## src/rtl/irq_seq_pkg.sv

```systemverilog
package irq_seq_pkg;

    typedef enum logic [3:0] {
        ST_IDLE,
        ST_RESUME,
        ST_RD_WAIT,
        ST_RD_MASK,
        ST_DECIDE,
        ST_PARK,
        ST_SAVE_PC,
        ST_SCAN,
        ST_FETCH_VEC,
        ST_WR_DIS,
        ST_START
    } seq_state_e;

    typedef enum logic [1:0] {
        AS_WAITING,
        AS_ACTIVE,
        AS_PCSAVE,
        AS_VECTOR
    } addr_sel_e;

    typedef enum logic [0:0] {
        DS_PC,
        DS_HOLD
    } data_sel_e;

    typedef struct packed {
        logic      req;
        logic      we;
        addr_sel_e asel;
        data_sel_e dsel;
    } mem_cmd_t;

    // Memory command issued while the sequencer sits in a given state.
    function automatic mem_cmd_t cmd_for_state(input seq_state_e s);
        mem_cmd_t c;
        c.req  = 1'b0;
        c.we   = 1'b0;
        c.asel = AS_WAITING;
        c.dsel = DS_HOLD;
        case (s)
            ST_RD_WAIT: begin
                c.req = 1'b1;
            end
            ST_RD_MASK: begin
                c.req  = 1'b1;
                c.asel = AS_ACTIVE;
            end
            ST_PARK: begin
                c.req = 1'b1;
                c.we  = 1'b1;
            end
            ST_SAVE_PC: begin
                c.req  = 1'b1;
                c.we   = 1'b1;
                c.asel = AS_PCSAVE;
                c.dsel = DS_PC;
            end
            ST_FETCH_VEC: begin
                c.req  = 1'b1;
                c.asel = AS_VECTOR;
            end
            ST_WR_DIS: begin
                c.req = 1'b1;
                c.we  = 1'b1;
            end
            default: ;
        endcase
        return c;
    endfunction

endpackage

```

## src/rtl/irq_pend_reg.sv

```systemverilog
module irq_pend_reg #(
    parameter int W = 16
) (
    input  logic         clk,
    input  logic         rst,
    input  logic [W-1:0] set_bits,
    input  logic         seq_we,
    input  logic [W-1:0] seq_val,
    output logic [W-1:0] pend
);
    // Sequencer writes take precedence; external set bits merge otherwise.
    always_ff @(posedge clk) begin
        if (rst) begin
            pend <= '0;
        end else if (seq_we) begin
            pend <= seq_val;
        end else begin
            pend <= pend | set_bits;
        end
    end
endmodule

```

## src/rtl/irq_prio_scan.sv

```systemverilog
module irq_prio_scan #(
    parameter int W    = 16,
    parameter int CH_W = 4
) (
    input  logic            clk,
    input  logic            rst,
    input  logic            load,
    input  logic [W-1:0]    cand,
    input  logic            step,
    output logic            hit,
    output logic [CH_W-1:0] chan,
    output logic [W-1:0]    probe
);
    logic [W-1:0] cand_q;
    logic [W-1:0] probe_q;
    logic [CH_W-1:0] chan_q;

    assign hit   = |(cand_q & probe_q);
    assign chan  = chan_q;
    assign probe = probe_q;

    always_ff @(posedge clk) begin
        if (rst) begin
            cand_q  <= '0;
            probe_q <= '0;
            chan_q  <= '0;
        end else if (load) begin
            cand_q  <= cand;
            probe_q <= W'(1);
            chan_q  <= '0;
        end else if (step && !hit && !probe_q[W-1]) begin
            probe_q <= probe_q << 1;
            chan_q  <= chan_q + CH_W'(1);
        end
    end
endmodule

```

## src/rtl/irq_mem_if.sv

```systemverilog
module irq_mem_if
    import irq_seq_pkg::*;
#(
    parameter int          W         = 16,
    parameter int          CH_W      = 4,
    parameter logic [W-1:0] WAIT_ADDR = W'(9'o452),
    parameter logic [W-1:0] MASK_ADDR = W'(9'o453),
    parameter logic [W-1:0] SAVE_ADDR = W'(9'o500),
    parameter logic [W-1:0] VEC_BASE  = W'(9'o501)
) (
    input  mem_cmd_t        cmd,
    input  logic [W-1:0]    pc,
    input  logic [W-1:0]    hold,
    input  logic [CH_W-1:0] chan,
    output logic            mem_req,
    output logic            mem_we,
    output logic [W-1:0]    mem_addr,
    output logic [W-1:0]    mem_wdata
);
    always_comb begin
        mem_req = cmd.req;
        mem_we  = cmd.we;
        case (cmd.asel)
            AS_WAITING: mem_addr = WAIT_ADDR;
            AS_ACTIVE:  mem_addr = MASK_ADDR;
            AS_PCSAVE:  mem_addr = SAVE_ADDR;
            default:    mem_addr = VEC_BASE + W'(chan);
        endcase
        mem_wdata = (cmd.dsel == DS_PC) ? pc : hold;
    end
endmodule

```

## src/rtl/irq_dispatch_seq.sv

```systemverilog
module irq_dispatch_seq
    import irq_seq_pkg::*;
#(
    parameter int          W         = 16,
    parameter logic [W-1:0] WAIT_ADDR = W'(9'o452),
    parameter logic [W-1:0] MASK_ADDR = W'(9'o453),
    parameter logic [W-1:0] SAVE_ADDR = W'(9'o500),
    parameter logic [W-1:0] VEC_BASE  = W'(9'o501)
) (
    input  logic         clk,
    input  logic         rst,
    input  logic         resched_req,
    input  logic [W-1:0] set_req,
    input  logic [W-1:0] cur_pc,
    output logic         mem_req,
    output logic         mem_we,
    output logic [W-1:0] mem_addr,
    output logic [W-1:0] mem_wdata,
    input  logic [W-1:0] mem_rdata,
    input  logic         mem_ack,
    output logic         busy,
    output logic         resume,
    output logic         start,
    output logic [W-1:0] new_pc,
    output logic [W-1:0] pend
);
    localparam int CH_W = $clog2(W);
    localparam logic [W-1:0] INTS_OFF = {1'b1, {(W-1){1'b0}}};

    seq_state_e state_q, state_d;
    logic [W-1:0] pc_q;
    logic [W-1:0] hold_q;
    logic [W-1:0] vec_q;

    logic         pend_we;
    logic [W-1:0] pend_val;
    logic         hold_we;
    logic [W-1:0] hold_val;

    logic            scan_load;
    logic            scan_step;
    logic            scan_hit;
    logic [CH_W-1:0] scan_chan;
    logic [W-1:0]    scan_probe;

    mem_cmd_t cmd;

    // Next-state and register-update decisions.
    always_comb begin
        state_d   = state_q;
        pend_we   = 1'b0;
        pend_val  = pend;
        hold_we   = 1'b0;
        hold_val  = pend;
        scan_load = 1'b0;
        scan_step = 1'b0;
        case (state_q)
            ST_IDLE: begin
                if (resched_req) begin
                    if (pend == '0 || pend[W-1]) state_d = ST_RESUME;
                    else                         state_d = ST_RD_WAIT;
                end
            end
            ST_RD_WAIT: begin
                if (mem_ack) begin
                    pend_we  = 1'b1;
                    pend_val = pend | mem_rdata;
                    state_d  = ST_RD_MASK;
                end
            end
            ST_RD_MASK: begin
                if (mem_ack) begin
                    hold_we  = 1'b1;
                    hold_val = pend;
                    pend_we  = 1'b1;
                    pend_val = pend & mem_rdata;
                    state_d  = ST_DECIDE;
                end
            end
            ST_DECIDE: begin
                if (pend == '0) begin
                    state_d = ST_PARK;
                end else begin
                    pend_we   = 1'b1;
                    pend_val  = hold_q;
                    scan_load = 1'b1;
                    state_d   = ST_SAVE_PC;
                end
            end
            ST_PARK: begin
                if (mem_ack) state_d = ST_RESUME;
            end
            ST_SAVE_PC: begin
                if (mem_ack) state_d = ST_SCAN;
            end
            ST_SCAN: begin
                scan_step = 1'b1;
                if (scan_hit) begin
                    pend_we  = 1'b1;
                    pend_val = pend & ~scan_probe;
                    hold_we  = 1'b1;
                    hold_val = hold_q & ~scan_probe;
                    state_d  = ST_FETCH_VEC;
                end
            end
            ST_FETCH_VEC: begin
                if (mem_ack) state_d = ST_WR_DIS;
            end
            ST_WR_DIS: begin
                if (mem_ack) begin
                    pend_we  = 1'b1;
                    pend_val = INTS_OFF;
                    state_d  = ST_START;
                end
            end
            default: state_d = ST_IDLE;
        endcase
    end

    always_ff @(posedge clk) begin
        if (rst) begin
            state_q <= ST_IDLE;
            pc_q    <= '0;
            hold_q  <= '0;
            vec_q   <= '0;
        end else begin
            state_q <= state_d;
            if (state_q == ST_IDLE && resched_req) pc_q <= cur_pc;
            if (hold_we) hold_q <= hold_val;
            if (state_q == ST_FETCH_VEC && mem_ack) vec_q <= mem_rdata;
        end
    end

    assign busy   = (state_q != ST_IDLE);
    assign resume = (state_q == ST_RESUME);
    assign start  = (state_q == ST_START);
    assign new_pc = vec_q;
    assign cmd    = cmd_for_state(state_q);

    irq_pend_reg #(.W(W)) u_pend (
        .clk      (clk),
        .rst      (rst),
        .set_bits (set_req),
        .seq_we   (pend_we),
        .seq_val  (pend_val),
        .pend     (pend)
    );

    irq_prio_scan #(.W(W), .CH_W(CH_W)) u_scan (
        .clk   (clk),
        .rst   (rst),
        .load  (scan_load),
        .cand  (pend),
        .step  (scan_step),
        .hit   (scan_hit),
        .chan  (scan_chan),
        .probe (scan_probe)
    );

    irq_mem_if #(
        .W(W), .CH_W(CH_W), .WAIT_ADDR(WAIT_ADDR), .MASK_ADDR(MASK_ADDR),
        .SAVE_ADDR(SAVE_ADDR), .VEC_BASE(VEC_BASE)
    ) u_mem (
        .cmd       (cmd),
        .pc        (pc_q),
        .hold      (hold_q),
        .chan      (scan_chan),
        .mem_req   (mem_req),
        .mem_we    (mem_we),
        .mem_addr  (mem_addr),
        .mem_wdata (mem_wdata)
    );
endmodule

```

## config.mk

```make
export PLATFORM = sky130hd
export DESIGN_NAME = irq_dispatch_seq
export DESIGN_NICKNAME = d
export VERILOG_FILES = /design/src/rtl/irq_seq_pkg.sv /design/src/rtl/irq_pend_reg.sv /design/src/rtl/irq_prio_scan.sv /design/src/rtl/irq_mem_if.sv /design/src/rtl/irq_dispatch_seq.sv
export SDC_FILE = /design/constraint.sdc
export NUM_CORES = 1
export LEC_CHECK = 0
export ABC_AREA = 1
export BUFFER_PORTS_ARGS = -buffer_cell sky130_fd_sc_hd__buf_4
export CORE_ASPECT_RATIO = 0.8
export CORE_UTILIZATION = 50
export DETAILED_ROUTE_END_ITERATION = 10
export GPL_TIMING_DRIVEN = 1
export PLACE_DENSITY_LB_ADDON = 0.25
export SETUP_SLACK_MARGIN = 0.02
export SKIP_CTS_REPAIR_TIMING = 1
export SLEW_MARGIN = 5
export SYNTH_ARGS = -nofsm -noshare
export SYNTH_HDL_FRONTEND = slang
export SYNTH_SLANG_ARGS = --single-unit
```

## constraint.sdc

```tcl
create_clock -name clk -period 1.7 [get_ports clk]
set_input_delay 0.085 -clock clk [delete_from_list [all_inputs] [get_ports clk]]
set_output_delay 0.085 -clock clk [all_outputs]
set_load 0.03 [all_outputs]
```

==> run_results.csv, run 1 <==
group,metric,value,unit
grt,antenna_found_initial,0,
floorplanning,die_area,10500,um2
logic_synthesis,ys_seq_elements,104,
drt,drc_errors,0,
cells_and_area,area_growth,37.7,%
floorplanning,die_x,114,um
logic_synthesis,synth_common_cells,"143 x nand2_1, 106 x a21oi_1, 106 x o21ai_0",
drt,totalWireLength,16.9,mm
drt,routed_via_density,5.76,
place,dp_hpwl,11.2,mm
cells_and_area,antenna_cells,0,
power_and_ir_drop,cellLeakagePower,2.93,nW
drt,wire_per_inst,16.8,um
place,port_buffers,111,
timing,fin_ws,18.4,ps
timing,maxSlewHeadroom,64.3,%
grt,top_usage_layer,"met2",
min_path,hold_path_end,"pc_q[3]",
timing,rsz0062_at_grt,"yes",
grt,use_met2,53.1,%
worst_setup_path,r2r_start,"u_pend.pend[6]",
place,dp.cells,977,
place,placed_area,6300,um2
floorplanning,start_util,51.8,%
worst_setup_path,critical_path_peak_fanout,9,
power_and_ir_drop,vdd.ir_drop.worst,0.708,mV
floorplanning,num_rows,32,
drt,initialDrtViolationCount,495,
logic_synthesis,synth.distinct_cells,28,
worst_setup_path,crit_required,1980,ps
outcome,run_status,"finished clean",
logic_synthesis,synth_area_leaders,"dfxtp_1 41%, nand2_1 11%, a21oi_1 11%, o21ai_0 11%, inv_1 4.3%",
floorplanning,core_region_area,9730,um2
worst_setup_path,worstRegToRegCells,10,
timing,clock_skew,9.09,ps
timing,hold_ws,16.2,ps
floorplanning,die_h,91.8,um
drt,ant_nets,0,
logic_synthesis,synth_top_area_cell,"dfxtp_1",
cts,cts_max_level,3,
cts,cts_buffer_depth,2,
logic_synthesis,synth_top_area_share,41.3,%
worst_setup_path,critPathArrivalTime,1960,ps
min_path,worstHoldPathType,"input pin to flip-flop",
logic_synthesis,synth.avg_cell_area,6.99,um2
min_path,min_from,"cur_pc[3]",
cells_and_area,final_util,71.3,%
worst_setup_path,start_kind,"flip-flop",
worst_setup_path,crit_type,"flip-flop to flip-flop",
cts,tritoncts,"yes",
place,place_ws,-87.3,ps
cts,numCtsBuffers,9,
drt,vias,5796,
timing,clock.fmax,0.595,GHz
run,cap_violations,0,
floorplanning,io_pins,121,
grt,gr-total-overflow,0,
logic_synthesis,synthCells,721,
logic_synthesis,syn-cell-area,5040,um2
grt,grt.total_usage,31.5,%
grt,grt_max_degree,39,
timing,setup_viol,0,
cts,clock-root-buffer,"clkbuf_16",
cells_and_area,drive_gt1_share,31.1,%
cts,path_clk_slew,70,ps
grt,grt_use_met1,38.6,%
worst_setup_path,rrSetupSlack,20,ps
timing,hold_violations,0,
logic_synthesis,synth-async-reset-ratio,0,%
worst_setup_path,reg2reg_to,"u_scan.probe[2]",
worst_setup_path,cp-end-kind,"flip-flop",
drt,first_pass_iters,6,
timing,fin_crit_sh,98.9,%
grt,grt_pass1_wl,26.0,mm
logic_synthesis,synth_ff_type,"dfxtp_1",
logic_synthesis,yosys.cell_count.top_type,"nand2_1",
timing,drv_slew,0,
cells_and_area,nets,919,
place,gp_congestion,0.903,
cells_and_area,final_cells,1007,
logic_synthesis,seq_area_frac_synth,41.3,%
logic_synthesis,synth_edf_count,0,
cts,clock_latency,350,ps
cells_and_area,final_cell_area,6940,um2
grt,grt_pass1_vias,5453,
cts,cts_sinks,104,
timing,worstMarginPinSlew,534,ps
power_and_ir_drop,power_density,1150,nW/um2
min_path,hold_path_depth,3,
timing,period_minus_slack,1680,ps
grt,gr-usage-met3,5.95,%
logic_synthesis,synth_warnings,0,
-- state kept, by name, summed over array words and instances (netlist names) --
register       cells
state_q            4
pc_q              16
new_pc            16
u_scan.cand_q     16
u_scan.probe      16
hold_q            16
u_scan.chan        4
u_pend.pend       16
-- worst max-delay path by stage --
stage,cells past startpoint,startpoint,to
after floorplan,6,state_q[2],mem_wdata[0]
after global placement,7,state_q[1],new_pc[10]
after detailed placement,7,state_q[1],new_pc[1]
after CTS,8,state_q[1],mem_addr[3]
after global routing,10,u_pend.pend[4],u_scan.probe[2]
final,10,u_pend.pend[6],u_scan.probe[2]
-- power breakdown --
part	switching [mW]	internal, mW	leakage (nW)	total [mW]
Clock	0.979	1.16	0.149	2.14
Sequential	0.190	2.75	0.850	2.94
Combinational	1.78	1.11	1.93	2.89
Total	2.95	5.02	2.93	7.96
-- kinds of logic (layout without fill, tap and decap cells) --
group	Yosys count	in the layout	synth area share, %
and+or+nand+nor	255	255	23.0
AOI/OAI and AO/OA	241	241	25.2
buffers and inverters	116	259	9.71
DFF	104	104	41.3
other	2	9	0.149
xor gates and xnor gates	2	2	0.348
adders and majority gates	1	1	0.248
-- cell type report --
type / count / area (um2)
clock buffers: 9 / 225
clock inverters: 7 / 81.3
fillers: 800 / 2790
inverters: 63 / 249
multi-input cells: 508 / 2620
flip-flops and latches: 104 / 2100
well taps: 136 / 170
repair buffers: 180 / 1500
-- metal layers --
layer  wire length, um  vias up
li1                  -     2720
met1              6570     2695
met2              8170      323
met3              1540       58
met4               647        0
met5                 0        -
-- critical path, cell delays in order, from the launching register on --
cell	delay, ps
dfxtp_1	320
inv_2	70
nand4_1	180
nor2_2	170
nand2_2	90
nand2_4	100
inv_2	70
nor2_4	200
clkbuf_16	210
o21ai_1	70
a21oi_1	130
-- cell usage in the layout (no fill, tap or decap), drive strengths merged, types with 4 or more instances in the layout --
cell type  instances
buf              177
nor2              26
or2               17
nand4             22
nand2            146
o21ai            117
conb               9
clkinv             4
nand3             42
clkbuf            12
a21oi            106
inv               64
dfxtp            104
o2111ai           16
-- metrics by stage --
stage                     power [mW]  TNS [ps]
final                           7.96         0
after global routing            8.32      -533
after CTS                       7.67     -6520
after detailed placement        5.55     -1500
after global placement          5.51      -491
after floorplan                 4.55      -421
No activity file was read; power rests on OpenSTA's default activity.
==> run 2, diff against run 1 <==
--- a/config.mk
+++ b/config.mk
@@ -11,7 +11,7 @@
 export CORE_UTILIZATION = 50
 export DETAILED_ROUTE_END_ITERATION = 10
 export GPL_TIMING_DRIVEN = 1
-export PLACE_DENSITY_LB_ADDON = 0.25
+export PLACE_DENSITY = 0.87
 export SETUP_SLACK_MARGIN = 0.02
 export SKIP_CTS_REPAIR_TIMING = 1
 export SLEW_MARGIN = 5
==> run_results.csv, run 2 (synthesis gave the netlist of run 1 again) <==
group,metric,value,unit
floorplanning,die_area,10500,um2
power_and_ir_drop,vdd.ir_drop.worst,0.679,mV
worst_setup_path,worstRegToRegCells,9,
worst_setup_path,start_kind,"flip-flop",
min_path,hold_path_depth,3,
place,gp_congestion,0.941,
cells_and_area,final_cells,1008,
power_and_ir_drop,cellLeakagePower,2.89,nW
cts,clock-root-buffer,"clkbuf_16",
place,dp.cells,983,
cells_and_area,drive_gt1_share,28.9,%
grt,grt_pass1_wl,25.5,mm
timing,drv_slew,0,
cts,cts_buffer_depth,2,
worst_setup_path,crit_chain,"inv_4 > nor2_4 > nand2_4 > clkbuf_16 > o21ai_1 > buf_4",
floorplanning,core_region_area,9730,um2
timing,period_minus_slack,1640,ps
grt,gr-total-overflow,0,
cts,numCtsBuffers,9,
drt,vias,5726,
timing,fin_setup_tns,0,ps
cts,path_clk_slew,70,ps
power_and_ir_drop,power_density,1150,nW/um2
timing,rsz0062_at_grt,"yes",
cts,clock_latency,350,ps
grt,grt_max_degree,48,
floorplanning,start_util,51.8,%
worst_setup_path,critPathArrivalTime,1560,ps
drt,ant_nets,0,
floorplanning,die_h,91.8,um
grt,grt.total_usage,30.9,%
min_path,worstHoldPathType,"input pin to flip-flop",
worst_setup_path,crit_type,"flip-flop to primary output",
run,cap_violations,0,
floorplanning,io_pins,121,
timing,hold_violations,0,
worst_setup_path,crit_required,1620,ps
cts,tritoncts,"yes",
place,port_buffers,111,
drt,first_pass_iters,5,
worst_setup_path,critical_path_peak_fanout,16,
grt,grt_pass1_vias,5354,
timing,setup_viol,0,
floorplanning,num_rows,32,
cells_and_area,final_common_cell,"buf_4",
drt,routed_via_density,5.68,
timing,fin_crit_sh,96.6,%
place,dp_hpwl,11.2,mm
timing,clock.fmax,0.609,GHz
cells_and_area,antenna_cells,0,
worst_setup_path,max_stage_delay,380,ps
drt,totalWireLength,16.2,mm
cells_and_area,area_growth,36.0,%
timing,hold_ws,7.79,ps
drt,initialDrtViolationCount,469,
drt,drc_errors,0,
cts,cts_sinks,104,
drt,wire_per_inst,16.1,um
cts,cts_max_level,3,
grt,antenna_found_initial,0,
timing,clock_skew,11.4,ps
worst_setup_path,cp-end-kind,"primary output",
cells_and_area,layout_common_cells,"170 x buf_4, 135 x nand2_1, 105 x a21oi_1",
floorplanning,die_x,114,um
outcome,run_status,"finished clean",
worst_setup_path,cp_slowest_cell,"dfxtp_4",
cells_and_area,nets,921,
## run 2: final cells by class
type	instances	area, um2
clock buffer	11	233
clock inverter	4	53.8
fill	817	2870
inverter	63	244
multi-input combinational	508	2590
sequential	104	2100
tap	136	170
timing repair buffer	182	1470
## run 2: through the flow
stage                     power, mW  instance area, um2  worst slack, ps  utilization, %
after floorplan                4.55                5070            -34.2               -
after global placement         5.58                6330             18.1            65.0
after detailed placement       5.63                6330             20.5            65.0
after CTS                      7.65                6620             -194            68.0
after global routing           8.29                6860            -14.7            70.5
final                          7.90                6860             57.8            70.5
## run 2: path summary, 6_finish.rpt
| kind | startpoint | end | slack (ps) |
|---|---|---|---|
| setup / recovery | state_q[1] | mem_wdata[2] | 60 |
| hold / removal | cur_pc[9] | pc_q[9] | 8 |
| setup reg to reg | u_pend.pend[0] | u_pend.pend[6] | 60 |
| hold reg to reg | pc_q[3] | pc_q[3] | 450 |
## run 2: worst max-delay path: cells and delay by family, from the launching register on
kind | cells | cell delay (ps)
and+or+nand+nor | 2 | 260
buffers and inverters | 3 | 440
DFF | 1 | 380
AOI/OAI and AO/OA | 1 | 130
## run 2: power breakdown
group / switching (mW) / total (mW) / internal [mW]
Clock: 0.908 / 2.05 / 1.14
Sequential: 0.160 / 2.90 / 2.74
Combinational: 1.79 / 2.95 / 1.16
## run 2: routing by layer
| metal | global-route usage [%] | up-vias | share of wire (%) | wire length (um) |
|---|---|---|---|---|
| met5 | 0 | - | 0 | 0 |
| met4 | 14.2 | 0 | 3.5 | 569 |
| met3 | 5.68 | 61 | 8.1 | 1320 |
| met2 | 51.7 | 317 | 48 | 7730 |
| met1 | 38.7 | 2629 | 41 | 6620 |
| li1 | - | 2719 | - | - |
